<file path="config.mk">
export PLATFORM = sky130hd
export DESIGN_NAME = dma_irq_aggregator
export DESIGN_NICKNAME = d
export VERILOG_FILES = /design/src/rtl/dma_irq_pkg.sv /design/src/rtl/dma_irq_evtclass.sv /design/src/rtl/dma_irq_wrdec.sv /design/src/rtl/dma_irq_rdmux.sv /design/src/rtl/dma_irq_aggregator.sv
export SDC_FILE = /design/constraint.sdc
export NUM_CORES = 1
export LEC_CHECK = 0
export ABC_AREA = 1
export CELL_PAD_IN_SITES_DETAIL_PLACEMENT = 0
export CELL_PAD_IN_SITES_GLOBAL_PLACEMENT = 2
export CORE_MARGIN = 5
export CORE_UTILIZATION = 31
export DETAILED_ROUTE_END_ITERATION = 8
export DONT_BUFFER_PORTS = 1
export GPL_ROUTABILITY_DRIVEN = 0
export MAX_ROUTING_LAYER = met4
export PLACE_DENSITY = 0.85
export SLEW_MARGIN = 5
export SYNTH_ARGS = -nofsm -noshare
export SYNTH_HDL_FRONTEND = slang
export SYNTH_SLANG_ARGS = --single-unit
</file>
<file path="constraint.sdc">
create_clock -name clk -period 1.1 [get_ports clk]
set_input_delay 0.055 -clock clk [delete_from_list [all_inputs] [get_ports clk]]
set_output_delay 0.055 -clock clk [all_outputs]
set_load 0.005 [all_outputs]
</file>
<file path="src/rtl/dma_irq_pkg.sv">
package dma_irq_pkg;

  localparam int NCLS = 3;

  typedef enum logic [1:0] {
    CLS_DONE = 2'd0,
    CLS_ERR1 = 2'd1,
    CLS_ERR2 = 2'd2
  } evt_cls_e;

  localparam logic [11:0] OFS_STATUS = 12'h000;
  localparam logic [11:0] OFS_PRIO   = 12'h688;
  localparam logic [11:0] OFS_BUSY   = 12'h690;

  function automatic logic [11:0] raw_ofs(input int cls);
    case (cls)
      0:       raw_ofs = 12'h600;
      1:       raw_ofs = 12'h610;
      default: raw_ofs = 12'h618;
    endcase
  endfunction

  function automatic logic [11:0] mask_ofs(input int cls);
    case (cls)
      0:       mask_ofs = 12'h018;
      1:       mask_ofs = 12'h020;
      default: mask_ofs = 12'h024;
    endcase
  endfunction

  function automatic logic [11:0] masked_ofs(input int cls);
    case (cls)
      0:       masked_ofs = 12'h004;
      1:       masked_ofs = 12'h00C;
      default: masked_ofs = 12'h010;
    endcase
  endfunction

endpackage

</file>
<file path="src/rtl/dma_irq_evtclass.sv">
module dma_irq_evtclass #(
  parameter int N = 16
) (
  input  logic         clk,
  input  logic         rst,
  input  logic [N-1:0] evt,
  input  logic         clr_we,
  input  logic         mask_we,
  input  logic [N-1:0] wbits,
  output logic [N-1:0] raw_q,
  output logic [N-1:0] mask_q,
  output logic [N-1:0] masked
);

  logic [N-1:0] clr_bits;

  assign clr_bits = clr_we ? wbits : '0;

  // a fresh pulse is ORed in after the clear, so it wins a collision
  always_ff @(posedge clk) begin
    if (rst) begin
      raw_q  <= '0;
      mask_q <= '0;
    end else begin
      raw_q <= (raw_q & ~clr_bits) | evt;
      if (mask_we) mask_q <= wbits;
    end
  end

  assign masked = raw_q & mask_q;

endmodule

</file>
<file path="src/rtl/dma_irq_wrdec.sv">
module dma_irq_wrdec
  import dma_irq_pkg::*;
#(
  parameter int AW = 12
) (
  input  logic            wr_en,
  input  logic [AW-1:0]   addr,
  output logic [NCLS-1:0] clr_we,
  output logic [NCLS-1:0] mask_we,
  output logic            prio_we
);

  for (genvar c = 0; c < NCLS; c++) begin : g_cls
    assign clr_we[c]  = wr_en && (addr == AW'(raw_ofs(c)));
    assign mask_we[c] = wr_en && (addr == AW'(mask_ofs(c)));
  end

  assign prio_we = wr_en && (addr == AW'(OFS_PRIO));

endmodule

</file>
<file path="src/rtl/dma_irq_rdmux.sv">
module dma_irq_rdmux
  import dma_irq_pkg::*;
#(
  parameter int N  = 16,
  parameter int DW = 32,
  parameter int AW = 12
) (
  input  logic [AW-1:0]           addr,
  input  logic [NCLS-1:0][N-1:0]  raw,
  input  logic [NCLS-1:0][N-1:0]  mask,
  input  logic [NCLS-1:0][N-1:0]  masked,
  input  logic [N-1:0]            status,
  input  logic [N-1:0]            busy,
  input  logic [N-1:0]            prio,
  output logic [DW-1:0]           rdata
);

  logic [NCLS-1:0][DW-1:0] raw_sel, mask_sel, masked_sel;

  for (genvar c = 0; c < NCLS; c++) begin : g_sel
    assign raw_sel[c]    = (addr == AW'(raw_ofs(c)))    ? DW'(raw[c])    : '0;
    assign mask_sel[c]   = (addr == AW'(mask_ofs(c)))   ? DW'(mask[c])   : '0;
    assign masked_sel[c] = (addr == AW'(masked_ofs(c))) ? DW'(masked[c]) : '0;
  end

  always_comb begin
    rdata = '0;
    for (int c = 0; c < NCLS; c++) begin
      rdata = rdata | raw_sel[c] | mask_sel[c] | masked_sel[c];
    end
    if (addr == AW'(OFS_STATUS)) rdata = rdata | DW'(status);
    if (addr == AW'(OFS_BUSY))   rdata = rdata | DW'(busy);
    if (addr == AW'(OFS_PRIO))   rdata = rdata | DW'(prio);
  end

endmodule

</file>
<file path="src/rtl/dma_irq_aggregator.sv">
module dma_irq_aggregator
  import dma_irq_pkg::*;
#(
  parameter int N  = 16,
  parameter int DW = 32,
  parameter int AW = 12
) (
  input  logic          clk,
  input  logic          rst,
  input  logic [N-1:0]  evt_done,
  input  logic [N-1:0]  evt_err1,
  input  logic [N-1:0]  evt_err2,
  input  logic [N-1:0]  chan_busy,
  input  logic          reg_wr_en,
  input  logic [AW-1:0] reg_addr,
  input  logic [DW-1:0] reg_wdata,
  output logic [DW-1:0] reg_rdata,
  output logic          irq_out
);

  logic [NCLS-1:0][N-1:0] evt_vec, raw_vec, mask_vec, masked_vec;
  logic [NCLS-1:0]        clr_we, mask_we;
  logic                   prio_we;
  logic [N-1:0]           status_all, busy_q, prio_q;
  logic [DW-1:0]          rdata_d;
  logic                   unused_wdata_hi;

  assign unused_wdata_hi = ^reg_wdata;

  assign evt_vec[CLS_DONE] = evt_done;
  assign evt_vec[CLS_ERR1] = evt_err1;
  assign evt_vec[CLS_ERR2] = evt_err2;

  dma_irq_wrdec #(.AW(AW)) u_wrdec (
    .wr_en   (reg_wr_en),
    .addr    (reg_addr),
    .clr_we  (clr_we),
    .mask_we (mask_we),
    .prio_we (prio_we)
  );

  for (genvar c = 0; c < NCLS; c++) begin : g_class
    dma_irq_evtclass #(.N(N)) u_cls (
      .clk     (clk),
      .rst     (rst),
      .evt     (evt_vec[c]),
      .clr_we  (clr_we[c]),
      .mask_we (mask_we[c]),
      .wbits   (reg_wdata[N-1:0]),
      .raw_q   (raw_vec[c]),
      .mask_q  (mask_vec[c]),
      .masked  (masked_vec[c])
    );
  end

  always_comb begin
    status_all = '0;
    for (int c = 0; c < NCLS; c++) status_all = status_all | masked_vec[c];
  end

  always_ff @(posedge clk) begin
    if (rst) begin
      busy_q  <= '0;
      prio_q  <= '0;
      irq_out <= 1'b0;
    end else begin
      busy_q  <= chan_busy;
      irq_out <= |status_all;
      if (prio_we) prio_q <= reg_wdata[N-1:0];
    end
  end

  dma_irq_rdmux #(.N(N), .DW(DW), .AW(AW)) u_rdmux (
    .addr   (reg_addr),
    .raw    (raw_vec),
    .mask   (mask_vec),
    .masked (masked_vec),
    .status (status_all),
    .busy   (busy_q),
    .prio   (prio_q),
    .rdata  (rdata_d)
  );

  always_ff @(posedge clk) begin
    if (rst) reg_rdata <= '0;
    else     reg_rdata <= rdata_d;
  end

endmodule

</file>
==> run_results.csv <==
group,metric,value,unit
synth,syn_area,7380,sq um
route,drt_iter0_markers,487,
route,drc,0,
grt,first_global_vias,7625,
sta,setup_viol,1,
route,vias_per_cell,4.86,
sta,clock_skew,0.00939,ns
sta,period_share,1.04,
route,drtAntennaViolNets,0,
synth,ys_seq_elements,145,
clock_tree,htreeDepth,4,
synth,synth-compound-area-share,0.152,
setup_path,r2r-end,"irq_out",
synth,netlist_instances,1131,
run,drv_cap,0,
synth,yosys-top-cells-count,"nand3_1, inv_1, nand2_1",
placed_design,placed_cells,1542,
hold_path,holdCritPathClass,"input pin to flip-flop",
sta,rsz0062_at_grt,"true",
route,wl_met2,12200,um
floorplan,rows,56,
power,ir_drop,0.634,mV
synth,synth_most_common_cell,"nand3_1",
clock_tree,cts_inserted_buffers,17,
setup_path,r2r_start,"g_class[1].u_cls.raw_q[6]",
clock_tree,cts_tree,"yes",
synth,synth_top_family_by_area,"simple AND/OR/NAND/NOR gates",
synth,synthMuxAreaShare,0,
cells_and_area,num-nets-final,1388,
sta,finalHoldViolCount,49,
route,met3_wirelength,1570,um
synth,yosysWarnings,0,
floorplan,initial_core_util,0.315,
cells_and_area,drive_gt1_frac,0.282,
route,met1_length,13300,um
synth,synth_adder_area_share,0,
setup_path,end_kind,"flip-flop",
clock_tree,postCtsHoldBufs,32,
synth,ys_async_sr_fraction,0,
cells_and_area,final_core_util,0.442,
grt,track_usage,0.213,
sta,period_minus_slack,1.14,ns
setup_path,worstPathArrival,1.46,ns
synth,synth_top_area_frac,0.393,
synth,synth.top_cells.by_area,"dfxtp_1, nand3_1, inv_1, nand2_1, a21oi_1",
clock_tree,path_clk_slew,0.06,ns
floorplan,fp.coreArea,23500,sq um
synth,synth.distinct_cells,22,
sta,maxSlewViolCount,0,
route,highest-signal-layer,"met4",
floorplan,pin_count,144,
route,wl,27700,um
synth,synth_edf_count,0,
power,power_density,1170,nW/um^2
sta,hold_slack,-0.311,ns
floorplan,die_x,164,um
cells_and_area,stdcell_count,1609,
grt,overflow,0,
route,firstDrtPassIters,5,
synth,synth_top_area_cell,"dfxtp_1",
placed_design,io_buffers,0,
setup_path,critPathLaunch,"g_class[1].u_cls.raw_q[6]",
clock_tree,insertion_delay,0.43,ns
setup_path,cp-endpoint,"irq_out",
power,p_leak,0.00541,uW
outcome,violations,"negative hold slack, negative setup slack",
synth,ys.flop_type,"dfxtp_1",
grt,grt_pass1_wl,42600,um
grt,grt_start_max_net_pins,67,
route,vias,7815,
placed_design,dpl.hpwl,18600,um
synth,synth_xor_area_frac,0,
synth,synth-simple-area-share,0.305,
setup_path,critical_path_class,"flip-flop to flip-flop",
cells_and_area,syn_to_final_growth,40.4,%
setup_path,worst-r2r-cell-count,6,
setup_path,cp-start-kind,"flip-flop",
clock_tree,clockRootBuffer,"clkbuf_16",
floorplan,die_area,27000,sq um
floorplan,fp.dieH,164,um
clock_tree,cts_buffer_depth,2,
outcome,status,"finished, violations left",
sta,clock.fmax,874,MHz
clock_tree,clock-sinks,145,
synth,avgSynthCellArea,6.53,sq um
setup_path,r2r_slack,-0.04,ns
synth,seq_area_frac_synth,0.393,
setup_path,worstPathRequired,1.42,ns
grt,antenna_found_initial,2,
sta,worst_slack,-0.0448,ns
route,wl_per_cell,17.2,um
setup_path,crit_fanout,2,
==> power by group <==
group | switching, uW | total, uW | internal (uW)
registers | 106 | 5530 | 5420
logic | 471 | 873 | 402
clock network | 2280 | 5730 | 3440
==> cell families (layout without fill, tap and decap cells) <==
kind of cell / after synthesis / count (layout)
other: 1 / 17
buffers and inverters: 262 / 405
AO/OA/AOI/OAI: 224 / 224
flip-flops: 145 / 145
AND/OR/NAND/NOR: 499 / 499
==> how the worst min path moves through the flow <==
| stage | slack [ns] | start | cells after the start | end |
|---|---|---|---|---|
| 3_3_place_gp | 0.13 | rst | 1 | g_class[2].u_cls.raw_q[0] |
| 6_report | -0.31 | rst | 1 | g_class[1].u_cls.raw_q[4] |
| 2_1_floorplan | 0.16 | chan_busy[0] | 2 | busy_q[0] |
| 5_1_grt | -0.33 | rst | 1 | g_class[0].u_cls.raw_q[1] |
| 3_5_place_dp | 0.14 | rst | 1 | g_class[2].u_cls.raw_q[0] |
| 4_1_cts | -0.32 | rst | 1 | g_class[1].u_cls.raw_q[1] |
==> layout by cell type, fill, tap and decap left out <==
master           n
nand4_1          4
nand2_1        121
clkbuf_1         3
o21ai_1         41
buf_6            9
nand3b_1         7
clkbuf_8         2
nor2_2          21
clkinvlp_4       2
dfxtp_1         92
inv_2           11
nor2_1          68
nor2_4           6
nand3_4          9
nand2_2         44
clkinv_4         1
nand3_1        187
inv_6            1
nand3_2         24
buf_12          26
dfxtp_4          1
diode_2          1
inv_1          170
buf_4          124
clkbuf_16       17
a21oi_1        112
dfxtp_2         52
o21ai_0         71
dlygate4sd3_1   32
nand2_4          8
clkinv_2         3
conb_1          16
bufinv_16        2
clkinv_1         2
==> flip-flops by register name (all words and copies together) (netlist names) <==
signal                count
busy_q                   16
g_class.u_cls.raw_q      48
reg_rdata                16
g_class.u_cls.mask_q     48
irq_out                   1
prio_q                   16
==> timing repair <==
action                     CTS  global route
resized for setup           24           155
pin swaps                    8            91
hold endpoints to repair   129            49
setup buffers                1             3
setup endpoints to repair    6            16
==> stage by stage <==
stage	power, uW	instance area [sq um]	hold slack (ns)	setup slack [ns]	TNS [ns]
after floorplan	6020	7470	0.162	-0.0212	-0.342
after global placement	6350	8930	0.131	-0.299	-20.38
after detailed placement	6350	8930	0.135	-0.320	-23.10
after CTS	12200	9900	-0.325	-0.0903	-0.0973
after global routing	12600	10400	-0.329	-0.0853	-0.535
final	12100	10400	-0.311	-0.0448	-0.0448
==> layout make-up <==
class                           count  area [sq um]
Antenna cell                        1          2.50
Multi-Input combinational cell    739          3870
Clock buffer                       22           464
Tap cell                          319           399
Sequential cell                   145          2970
Inverter                          183           687
Timing Repair Buffer              191          1870
Clock inverter                      9           108
Fill cell                        2436         13100
==> critical path, cell delays in order, from the launching register on <==
cell     delay [ns]
dfxtp_2        0.34
nand2_4        0.08
nand3_4        0.09
nor2_2         0.12
nand4_1        0.20
nor2_2         0.16
nor2_1         0.05
==> metal layers <==
layer,up-vias,GRT usage
li1,3907,-
met5,-,-
met3,34,0.0294
met2,248,0.327
met4,0,0.0564
met1,3626,0.294
(Power assumes the default switching activity.)
